[src/rtl/osched_pkg.sv]
// Package: shared constants and helpers for the oldest-ready scheduler.
// Assumes: nothing beyond a standard SystemVerilog elaborator.
package osched_pkg;

    // Default number of entries in the scheduling pool.
    parameter int unsigned OSCHED_DEFAULT_ENTRIES = 10;

    // Number of bits needed to hold a count of n items.
    function automatic int unsigned osched_count_bits(input int unsigned n);
        return (n <= 1) ? 1 : $clog2(n + 1);
    endfunction

endpackage

[src/rtl/osched_slot_alloc.sv]
// Module: osched_slot_alloc
// Finds the lowest-numbered free slot and returns it one-hot when a request
// is present. Returns zero when the pool is full or no request is made.
// Assumes: slot_valid is the registered occupancy from the entry state.
module osched_slot_alloc #(
    parameter int unsigned N = 10
) (
    input  logic         alloc_req,
    input  logic [N-1:0] slot_valid,
    output logic [N-1:0] alloc_onehot
);

    logic [N-1:0] free_mask;
    logic [N-1:0] lowest_free;

    // Isolate the lowest set bit of the free mask and gate it with the request.
    always_comb begin
        free_mask    = ~slot_valid;
        lowest_free  = free_mask & (~free_mask + {{(N-1){1'b0}}, 1'b1});
        alloc_onehot = alloc_req ? lowest_free : '0;
    end

endmodule

[src/rtl/osched_entry_state.sv]
// Module: osched_entry_state
// Holds the valid and ready flag of every slot. A slot becomes valid on
// allocation and stops being valid when it is granted. The ready flag can
// only be raised while the slot is valid.
// Assumes: alloc_onehot only targets slots that are not valid, and grant only
// targets slots that are valid and ready.
module osched_entry_state #(
    parameter int unsigned N = 10
) (
    input  logic         clk,
    input  logic         rst_n,
    input  logic [N-1:0] alloc_onehot,
    input  logic [N-1:0] ready_set,
    input  logic [N-1:0] grant,
    output logic [N-1:0] slot_valid,
    output logic [N-1:0] slot_ready
);

    logic [N-1:0] valid_next;
    logic [N-1:0] ready_next;

    // Work out the occupancy and readiness for the next cycle.
    always_comb begin
        valid_next = (slot_valid & ~grant) | alloc_onehot;
        ready_next = (slot_ready | (ready_set & slot_valid)) & slot_valid & ~grant;
    end

    // Register the flags, clearing them all on reset.
    always_ff @(posedge clk) begin
        if (!rst_n) begin
            slot_valid <= '0;
            slot_ready <= '0;
        end else begin
            slot_valid <= valid_next;
            slot_ready <= ready_next;
        end
    end

endmodule

[src/rtl/osched_age_matrix.sv]
// Module: osched_age_matrix
// Pairwise age matrix with the oldest-ready pick.
// Bit j of row i is set when slot j holds an entry that arrived before slot i.
// When a slot is allocated, its row is loaded with the set of entries that
// remain valid. When a slot is granted, its column is cleared everywhere.
// Assumes: one allocation per cycle at most, and a set row bit only ever
// points at a valid slot (kept true by the column clear).
module osched_age_matrix #(
    parameter int unsigned N = 10
) (
    input  logic         clk,
    input  logic         rst_n,
    input  logic         res_avail,
    input  logic [N-1:0] slot_valid,
    input  logic [N-1:0] slot_ready,
    input  logic [N-1:0] alloc_onehot,
    output logic [N-1:0] grant
);

    logic [N-1:0] older_q [N];
    logic [N-1:0] candidates;

    // Entries that may compete this cycle.
    always_comb begin
        candidates = slot_valid & slot_ready;
    end

    for (genvar gi = 0; gi < N; gi++) begin : g_row
        logic blocked;

        // Row gi is blocked by any older entry that is also a candidate.
        always_comb begin
            blocked   = |(older_q[gi] & candidates);
            grant[gi] = res_avail & candidates[gi] & ~blocked;
        end

        // Load the row on allocation, else drop the columns being granted.
        always_ff @(posedge clk) begin
            if (!rst_n) begin
                older_q[gi] <= '0;
            end else if (alloc_onehot[gi]) begin
                older_q[gi] <= slot_valid & ~grant;
            end else begin
                older_q[gi] <= older_q[gi] & ~grant;
            end
        end
    end

endmodule

[src/rtl/oldest_ready_sched.sv]
// Module: oldest_ready_sched (top)
// Pool of pending operations. Each cycle the resource is available, it grants
// the oldest entry that is ready. It joins the free-slot finder, the per-slot
// flags and the age matrix.
// Assumes: inputs are synchronous to clk. grant_o is combinational from the
// registered state and res_avail_i.
module oldest_ready_sched #(
    parameter int unsigned NUM_ENTRIES = osched_pkg::OSCHED_DEFAULT_ENTRIES
) (
    input  logic                   clk,
    input  logic                   rst_n,
    input  logic                   alloc_i,
    input  logic [NUM_ENTRIES-1:0] ready_set_i,
    input  logic                   res_avail_i,
    output logic [NUM_ENTRIES-1:0] grant_o
);

    localparam int unsigned N = NUM_ENTRIES;

    logic [N-1:0] slot_valid;
    logic [N-1:0] slot_ready;
    logic [N-1:0] alloc_onehot;
    logic [N-1:0] pick;

    osched_slot_alloc #(.N(N)) u_alloc (
        .alloc_req    (alloc_i),
        .slot_valid   (slot_valid),
        .alloc_onehot (alloc_onehot)
    );

    osched_entry_state #(.N(N)) u_state (
        .clk          (clk),
        .rst_n        (rst_n),
        .alloc_onehot (alloc_onehot),
        .ready_set    (ready_set_i),
        .grant        (pick),
        .slot_valid   (slot_valid),
        .slot_ready   (slot_ready)
    );

    osched_age_matrix #(.N(N)) u_age (
        .clk          (clk),
        .rst_n        (rst_n),
        .res_avail    (res_avail_i),
        .slot_valid   (slot_valid),
        .slot_ready   (slot_ready),
        .alloc_onehot (alloc_onehot),
        .grant        (pick)
    );

    // Drive the grant port from the age-matrix pick.
    always_comb begin
        grant_o = pick;
    end

endmodule

[config.mk]
export PLATFORM = sky130hd
export DESIGN_NAME = oldest_ready_sched
export DESIGN_NICKNAME = d
export VERILOG_FILES = /design/src/rtl/osched_pkg.sv /design/src/rtl/osched_slot_alloc.sv /design/src/rtl/osched_entry_state.sv /design/src/rtl/osched_age_matrix.sv /design/src/rtl/oldest_ready_sched.sv
export SDC_FILE = /design/constraint.sdc
export NUM_CORES = 1
export LEC_CHECK = 0
export BUFFER_PORTS_ARGS = -buffer_cell sky130_fd_sc_hd__buf_2
export CAP_MARGIN = 20
export CORE_MARGIN = 2
export CORE_UTILIZATION = 54
export CTS_CLUSTER_SIZE = 25
export DETAILED_ROUTE_END_ITERATION = 6
export PLACE_DENSITY = 0.71
export RECOVER_POWER = 100
export SLEW_MARGIN = 20
export SYNTH_ARGS = -nofsm -noshare
export SYNTH_HDL_FRONTEND = slang
export SYNTH_SLANG_ARGS = --single-unit
[constraint.sdc]
create_clock -name clk -period 5.1 [get_ports clk]
set_clock_uncertainty 0.2 [all_clocks]
set_input_delay 0.51 -clock clk [delete_from_list [all_inputs] [get_ports clk]]
set_output_delay 0.51 -clock clk [all_outputs]
set_load 0.05 [all_outputs]
==> impl_metrics.yaml, run 1 <==
status:
  outcome: "complete, but fails checks"
  violations: "max-capacitance violations, max-slew violations"
die:
  fp-row-count: 38
  die_w_um: 109
  core_sq_um: 10800
  dieArea_sq_um: 11900
  start_util_pct: 55.2
  pin_count: 24
  die_h_um: 109
synthesis:
  ys_warn_count: 0
  synthAdderAreaFrac_pct: 0
  synth_area_per_cell_sq_um: 10.3
  synthMuxAreaShare_pct: 3.68
  synth-compound-area-share_pct: 10.0
  netlist_area_sq_um: 5990
  synth.distinct_cells: 42
  synth-simple-area-share_pct: 24.2
  synth_cells: 581
  synth_top_family_by_area: "simple AND/OR/NAND/NOR gates"
  synth-xor-area-share_pct: 0
  ys_ff_latch: 120
  ys_seq_area_share_pct: 56.9
drt:
  via_per_inst: 6.13
  drt-initial-drc-count: 608
  drc: 0
  vias: 5151
  wl_mm: 17.7
  wl_per_cell_um: 21.1
  first_pass_iters: 5
  ant_nets: 0
timing:
  rsz0062_at_grt: "false"
  finalHoldViolations: 0
  worst_pin_slew_ns: 2.00
  setup-tns-final_ns: 0
  slew_viol_final: 46
  maxSlewHeadroom_pct: -33.5
  finalSetupViolCount: 0
  final.period_utilization_pct: 79.1
  period_needed_ns: 4.04
  fmax_mhz: 248
worst_hold_path:
  min_from: "ready_set_i[8]"
  worstHoldEndpoint: "u_state.slot_ready[8]$_SDFF_PN0_"
  hold_depth: 3
  hold_path.class: "primary input to flop"
clock_network:
  holdBufCountCts: 0
  cts_tree: "done"
  cts_resized: 0
  root_buffer: "clkbuf_8"
  path_clk_slew_ns: 0.05
  clock_latency_ns: 0.54
  cts_made_buffers: 17
  cts_num_sinks: 120
  cts_buffer_depth: 2
  postCtsSetupBuffers: 0
  htreeDepth: 4
placed_design:
  port_buffers: 23
  dp_hpwl_mm: 11.7
  gp_congestion: 0.926
power:
  clockPowerShare_pct: 46.9
  ir_drop_uv: 400
  p_leak_nw: 2.64
  cellPowerDensity_nw_per_um2: 341
  power.internal_mw: 1.86
  p_total_mw: 2.38
  netSwitchingFraction_pct: 22.1
  netSwitchingPower_uw: 527
  seqPwrFrac_pct: 48.5
  combPwrFrac_pct: 4.6
cells_and_area:
  drive_above_1_share_pct: 8.71
  nNetsFinal: 701
  area_growth_pct: 16.7
  fillers: 922
  n_antenna_cell: 0
global_routing:
  grt_pass1_wl_mm: 27.4
  grt_max_degree: 46
  grt_usage_pct: 31.7
  antenna_found_initial: 0
  overflow: 0
  grt_pass1_vias: 4966
flow_run:
  cap_viol_max_count: 1
worst_setup_path:
  rrSetupSlack_ns: 1.72
  reg2reg_from: "u_state.slot_valid[0]$_SDFF_PN0_"
  worstSetupPathType: "flop to output port"
  cp-end-kind: "output port"
  required_ns: 4.39
  worstSetupStartpointType: "flop"
  r2r_end: "u_age.older_q[1][3]$_DFFE_PP_"
  critPathLaunch: "u_state.slot_valid[0]$_SDFF_PN0_"
  worst_ep_arrival_time_ns: 3.33
  reg2reg_depth: 5
  crit_fanout: 19
-- kinds of logic after synthesis --
| kind of cell | after synthesis |
|---|---|
| buffers and inverters | 61 |
| and+or+nand+nor | 280 |
| AOI/OAI and AO/OA | 97 |
| muxes | 22 |
| DFF | 120 |
| other | 1 |
-- critical path, stage by stage, from the launching register on --
cell	delay, ns
dfxtp_1	0.31
clkbuf_1	0.67
nand4b_1	0.20
nor4_1	0.38
clkbuf_1	0.70
clkbuf_1	0.53
-- power by group through the flow --
stage	clock network [mW]	logic [mW]	registers (mW)
floorplan	0	0.0833	1.16
global placement	0	0.101	1.17
detailed placement	0	0.105	1.17
CTS	1.13	0.106	1.16
global route	1.17	0.123	1.16
finish	1.12	0.110	1.16
-- cell type report --
cell class / count / area [sq um] / area share (%)
sequential: 120 / 3400 / 48.7
tap: 140 / 175 / 2.51
inverter: 3 / 11.3 / 0.161
multi-input combinational: 499 / 2600 / 37.2
clock inverter: 10 / 104 / 1.49
clock buffer: 22 / 443 / 6.34
timing repair buffer: 46 / 250 / 3.58
-- metal layers --
| layer | vias to the layer above | share of wire, % | global-route usage (%) |
|---|---|---|---|
| met5 | - | 0 | 0 |
| li1 | 2288 | - | - |
| met1 | 2478 | 39 | 42.6 |
| met4 | 0 | 3.7 | 13.7 |
| met2 | 331 | 46 | 48.4 |
| met3 | 54 | 11 | 8.67 |
-- cell usage in the layout (no fill, tap or decap), types with 2 or more instances in the layout --
cell type   synthesis  final
nand2_1            32     32
nand4_1            21     21
a22oi_1            16     16
bufinv_16           0      2
nand3_1            83     84
buf_4               8      9
mux2i_1            22     22
inv_1               3      3
nor3_1             30     31
nor4_4              0      2
nand2b_1            2      2
clkinv_2            0      5
nand4b_1           10     10
or4_1               1      2
edfxtp_1          100    100
dfxtp_1            20     20
and2_0              0      4
nor2_1             70     71
and3_1              7      7
nor3_2              3      2
o21ai_0            43     43
clkbuf_1           25     24
clkbuf_16           0     16
o31ai_1             1      2
nor4_1              4      7
buf_2              22     16
a2111oi_2           2      2
a21oi_1            26     26
clkbuf_8            0      2
conb_1              1    100
o31a_1              2      2
clkinvlp_4          0      2
-- synthesized netlist by cell type, drive strengths merged --
cell type	n	area share, %
edfxtp	100	50
nand3	84	7.2
nor2	72	4.7
o21ai	43	3.6
buf	33	3.4
nor3	33	3.0
nand2	32	2.0
a21oi	26	2.2
clkbuf	25	1.6
mux2i	22	3.7
nand4	21	2.2
dfxtp	20	6.7
a22oi	16	2.0
nand4b	10	1.5
nor4	9	1.5
and3	7	0.73
and2	5	0.52
inv	3	0.19
a2111oi	2	0.50
nand2b	2	0.21
o31a	2	0.29
o31ai	2	0.33
or4	2	0.31
a211oi	1	0.13
a31o	1	0.15
a31oi	1	0.21
a32o	1	0.17
and4b	1	0.17
conb	1	0.063
nand3b	1	0.13
nor2b	1	0.10
o21a	1	0.13
o2bb2a	1	0.33
-- worst max path at each step --
stage | endpoint | cells past startpoint | slack (ns)
CTS | grant_o[4] | 5 | 1.74
detailed placement | u_age.older_q[1][14]$_DFFE_PP_ | 6 | 2.07
floorplan | grant_o[7] | 4 | 2.18
global route | u_age.older_q[1][18]$_DFFE_PP_ | 7 | 0.91
global placement | u_age.older_q[1][14]$_DFFE_PP_ | 6 | 2.08
finish | grant_o[0] | 5 | 1.06
-- metrics by stage --
stage | area, sq um | worst slack (ns) | hold slack, ns | util [%] | std cells
2_1_floorplan | 6360 | 2.18 | 0.314 | - | 680
3_3_place_gp | 6540 | 2.08 | 0.364 | 60.3 | 807
3_5_place_dp | 6550 | 2.07 | 0.353 | 60.4 | 807
4_1_cts | 7090 | 1.74 | 0.0390 | 65.4 | 839
5_1_grt | 6990 | 0.906 | 0.0675 | 64.4 | 840
6_report | 6990 | 1.06 | 0.0545 | 64.4 | 840
-- registers in the layout (all words and copies together) (netlist names) --
name	flops
u_age.older_q	100
u_state.slot_ready	10
u_state.slot_valid	10
No activity file was read; power rests on OpenSTA's default activity.
==> run 2: changes to the inputs <==
PLACE_DENSITY = 0.74   (was 0.71)
clock period = 3.7 ns   (was 5.1 ns; I/O delays follow)
==> impl_metrics.yaml, run 2 (synthesis gave the netlist of run 1 again) <==
timing:
  worst_slack_ns: 0.221
  slew_viol_final: 0
  finalSetupViolCount: 0
  final.period_utilization_pct: 94.0
  fmax_mhz: 287
  rsz0062_at_grt: "false"
  period_needed_ns: 3.48
  finalHoldViolations: 0
  maxSlewHeadroom_pct: 11.8
  setup-tns-final_ns: 0
  worst_pin_slew_ns: 1.31
drt:
  drt-initial-drc-count: 829
  first_pass_iters: 6
  drc: 0
  ant_nets: 0
  wl_per_cell_um: 20.8
  vias: 5119
  via_per_inst: 6.07
  wl_mm: 17.5
clock_network:
  path_clk_slew_ns: 0.06
  cts_tree: "done"
  root_buffer: "clkbuf_8"
  cts_buffer_depth: 2
  htreeDepth: 4
  cts_made_buffers: 17
  cts_num_sinks: 120
  clock_latency_ns: 0.53
cells_and_area:
  largest_reg_flops: 100
  area_growth_pct: 18.6
  stdcell_count: 843
  top_regs: "u_age.older_q (100), u_state.slot_ready (10), u_state.slot_valid (10)"
  n_antenna_cell: 0
  largest_register: "u_age.older_q"
  fillers: 916
  drive_above_1_share_pct: 8.25
  final_util_pct: 65.5
  final_cell_mix: "100 x edfxtp_1, 100 x conb_1, 84 x nand3_1, 71 x nor2_1, 43 x o21ai_0"
  nNetsFinal: 704
global_routing:
  antenna_found_initial: 0
  overflow: 0
  grt_max_degree: 28
  grt_pass1_vias: 4973
  grt_pass1_wl_mm: 27.4
  grt_usage_pct: 31.5
power:
  clockPowerShare_pct: 51.6
  netSwitchingPower_uw: 742
  cellPowerDensity_nw_per_um2: 507
  combPwrFrac_pct: 4.0
  p_leak_nw: 2.69
  power.internal_mw: 2.86
  seqPwrFrac_pct: 44.4
  netSwitchingFraction_pct: 20.6
  ir_drop_uv: 292
worst_setup_path:
  reg2reg_from: "u_state.slot_valid[1]$_SDFF_PN0_"
  worst_ep_arrival_time_ns: 2.91
  crit_fanout: 22
  worstSetupStartpointType: "flop"
  rrSetupSlack_ns: 0.38
  reg2reg_depth: 5
  r2r_end: "u_age.older_q[3][7]$_DFFE_PP_"
  worstSetupPathType: "flop to output port"
  cp-end-kind: "output port"
  required_ns: 3.13
flow_run:
  cap_viol_max_count: 0
die:
  start_util_pct: 55.2
  dieArea_sq_um: 11900
  core_sq_um: 10800
  die_h_um: 109
  fp-row-count: 38
  pin_count: 24
  die_w_um: 109
placed_design:
  dp.cells: 801
  port_buffers: 23
  gp_congestion: 0.932
  dp_hpwl_mm: 11.4
  pre_cts_slack_ns: 0.964
status:
  outcome: "completed"
worst_hold_path:
  min_from: "alloc_i"
  worstHoldEndpoint: "u_state.slot_valid[1]$_SDFF_PN0_"
  hold_depth: 3
  hold_path.class: "primary input to flop"
==> run 2: cell types whose count changed in the layout (fill, tap and decap cells not counted), moves of 2 or more <==
| cell | previous run | this run |
|---|---|---|
| clkinv_2 | 5 | 2 |
| nor3_2 | 2 | 0 |
| nor4_4 | 2 | 0 |
| nor4_1 | 7 | 9 |
| nor3_1 | 31 | 33 |
| bufinv_16 | 2 | 6 |
| clkbuf_1 | 24 | 15 |
| clkinvlp_4 | 2 | 4 |
| buf_2 | 16 | 14 |
| buf_4 | 9 | 5 |
| clkbuf_2 | 0 | 5 |
| dlygate4sd3_1 | 0 | 10 |
==> run 2: power by group through the flow <==
stage	Sequential, mW	Clock, mW	Combinational, mW
6_report	1.60	1.86	0.144
5_1_grt	1.60	1.93	0.162
4_1_cts	1.60	1.87	0.142
3_5_place_dp	1.62	0	0.132
3_3_place_gp	1.62	0	0.128
2_1_floorplan	1.59	0	0.115
==> run 2: layer usage <==
metal	track usage [%]	wire length, um	vias up
li1	-	-	2289
met1	42.1	6720	2399
met2	47.2	8020	369
met5	0	0	-
met3	8.73	2110	62
met4	16.3	680	0
==> run 2: per-stage QoR <==
step	hold slack, ns	cell area (sq um)	power [mW]
global route	0.118	7100	3.69
finish	0.0672	7100	3.60
CTS	0.0597	7250	3.61
floorplan	0.314	6360	1.71
global placement	0.336	6490	1.75
detailed placement	0.340	6490	1.75
==> run 2: worst max path at each step <==
stage	to	start	cells past startpoint	slack (ns)
6_report	grant_o[3]	u_state.slot_valid[5]$_SDFF_PN0_	4	0.22
2_1_floorplan	u_age.older_q[0][17]$_DFFE_PP_	res_avail_i	5	1.02
3_5_place_dp	grant_o[7]	u_state.slot_valid[7]$_SDFF_PN0_	4	0.96
4_1_cts	grant_o[7]	u_state.slot_valid[7]$_SDFF_PN0_	4	0.39
3_3_place_gp	grant_o[7]	u_state.slot_valid[7]$_SDFF_PN0_	4	1.0
5_1_grt	grant_o[6]	u_state.slot_valid[9]$_SDFF_PN0_	4	0.20
==> run 2: repair_timing <==
action,4_1_cts,5_1_grt
resized for setup,0,0
hold buffers,10,0
setup buffers,0,0
endpoints found under the hold margin,10,0
==> run 2: worst max-delay path, stage by stage (launching register included) <==
cell	delay, ns
dfxtp_1	0.59
nand3_1	0.25
nand4_1	0.13
nor4_1	0.96
clkbuf_2	0.44
==> run 2: final cells by class <==
type | count | area, sq um | area share, %
flip-flops and latches | 120 | 3400 | 48.0
multi-input cells | 499 | 2550 | 36.0
inverters | 3 | 11.3 | 0.159
well taps | 140 | 175 | 2.47
clock buffers | 19 | 442 | 6.22
clock inverters | 13 | 224 | 3.16
repair buffers | 49 | 289 | 4.07
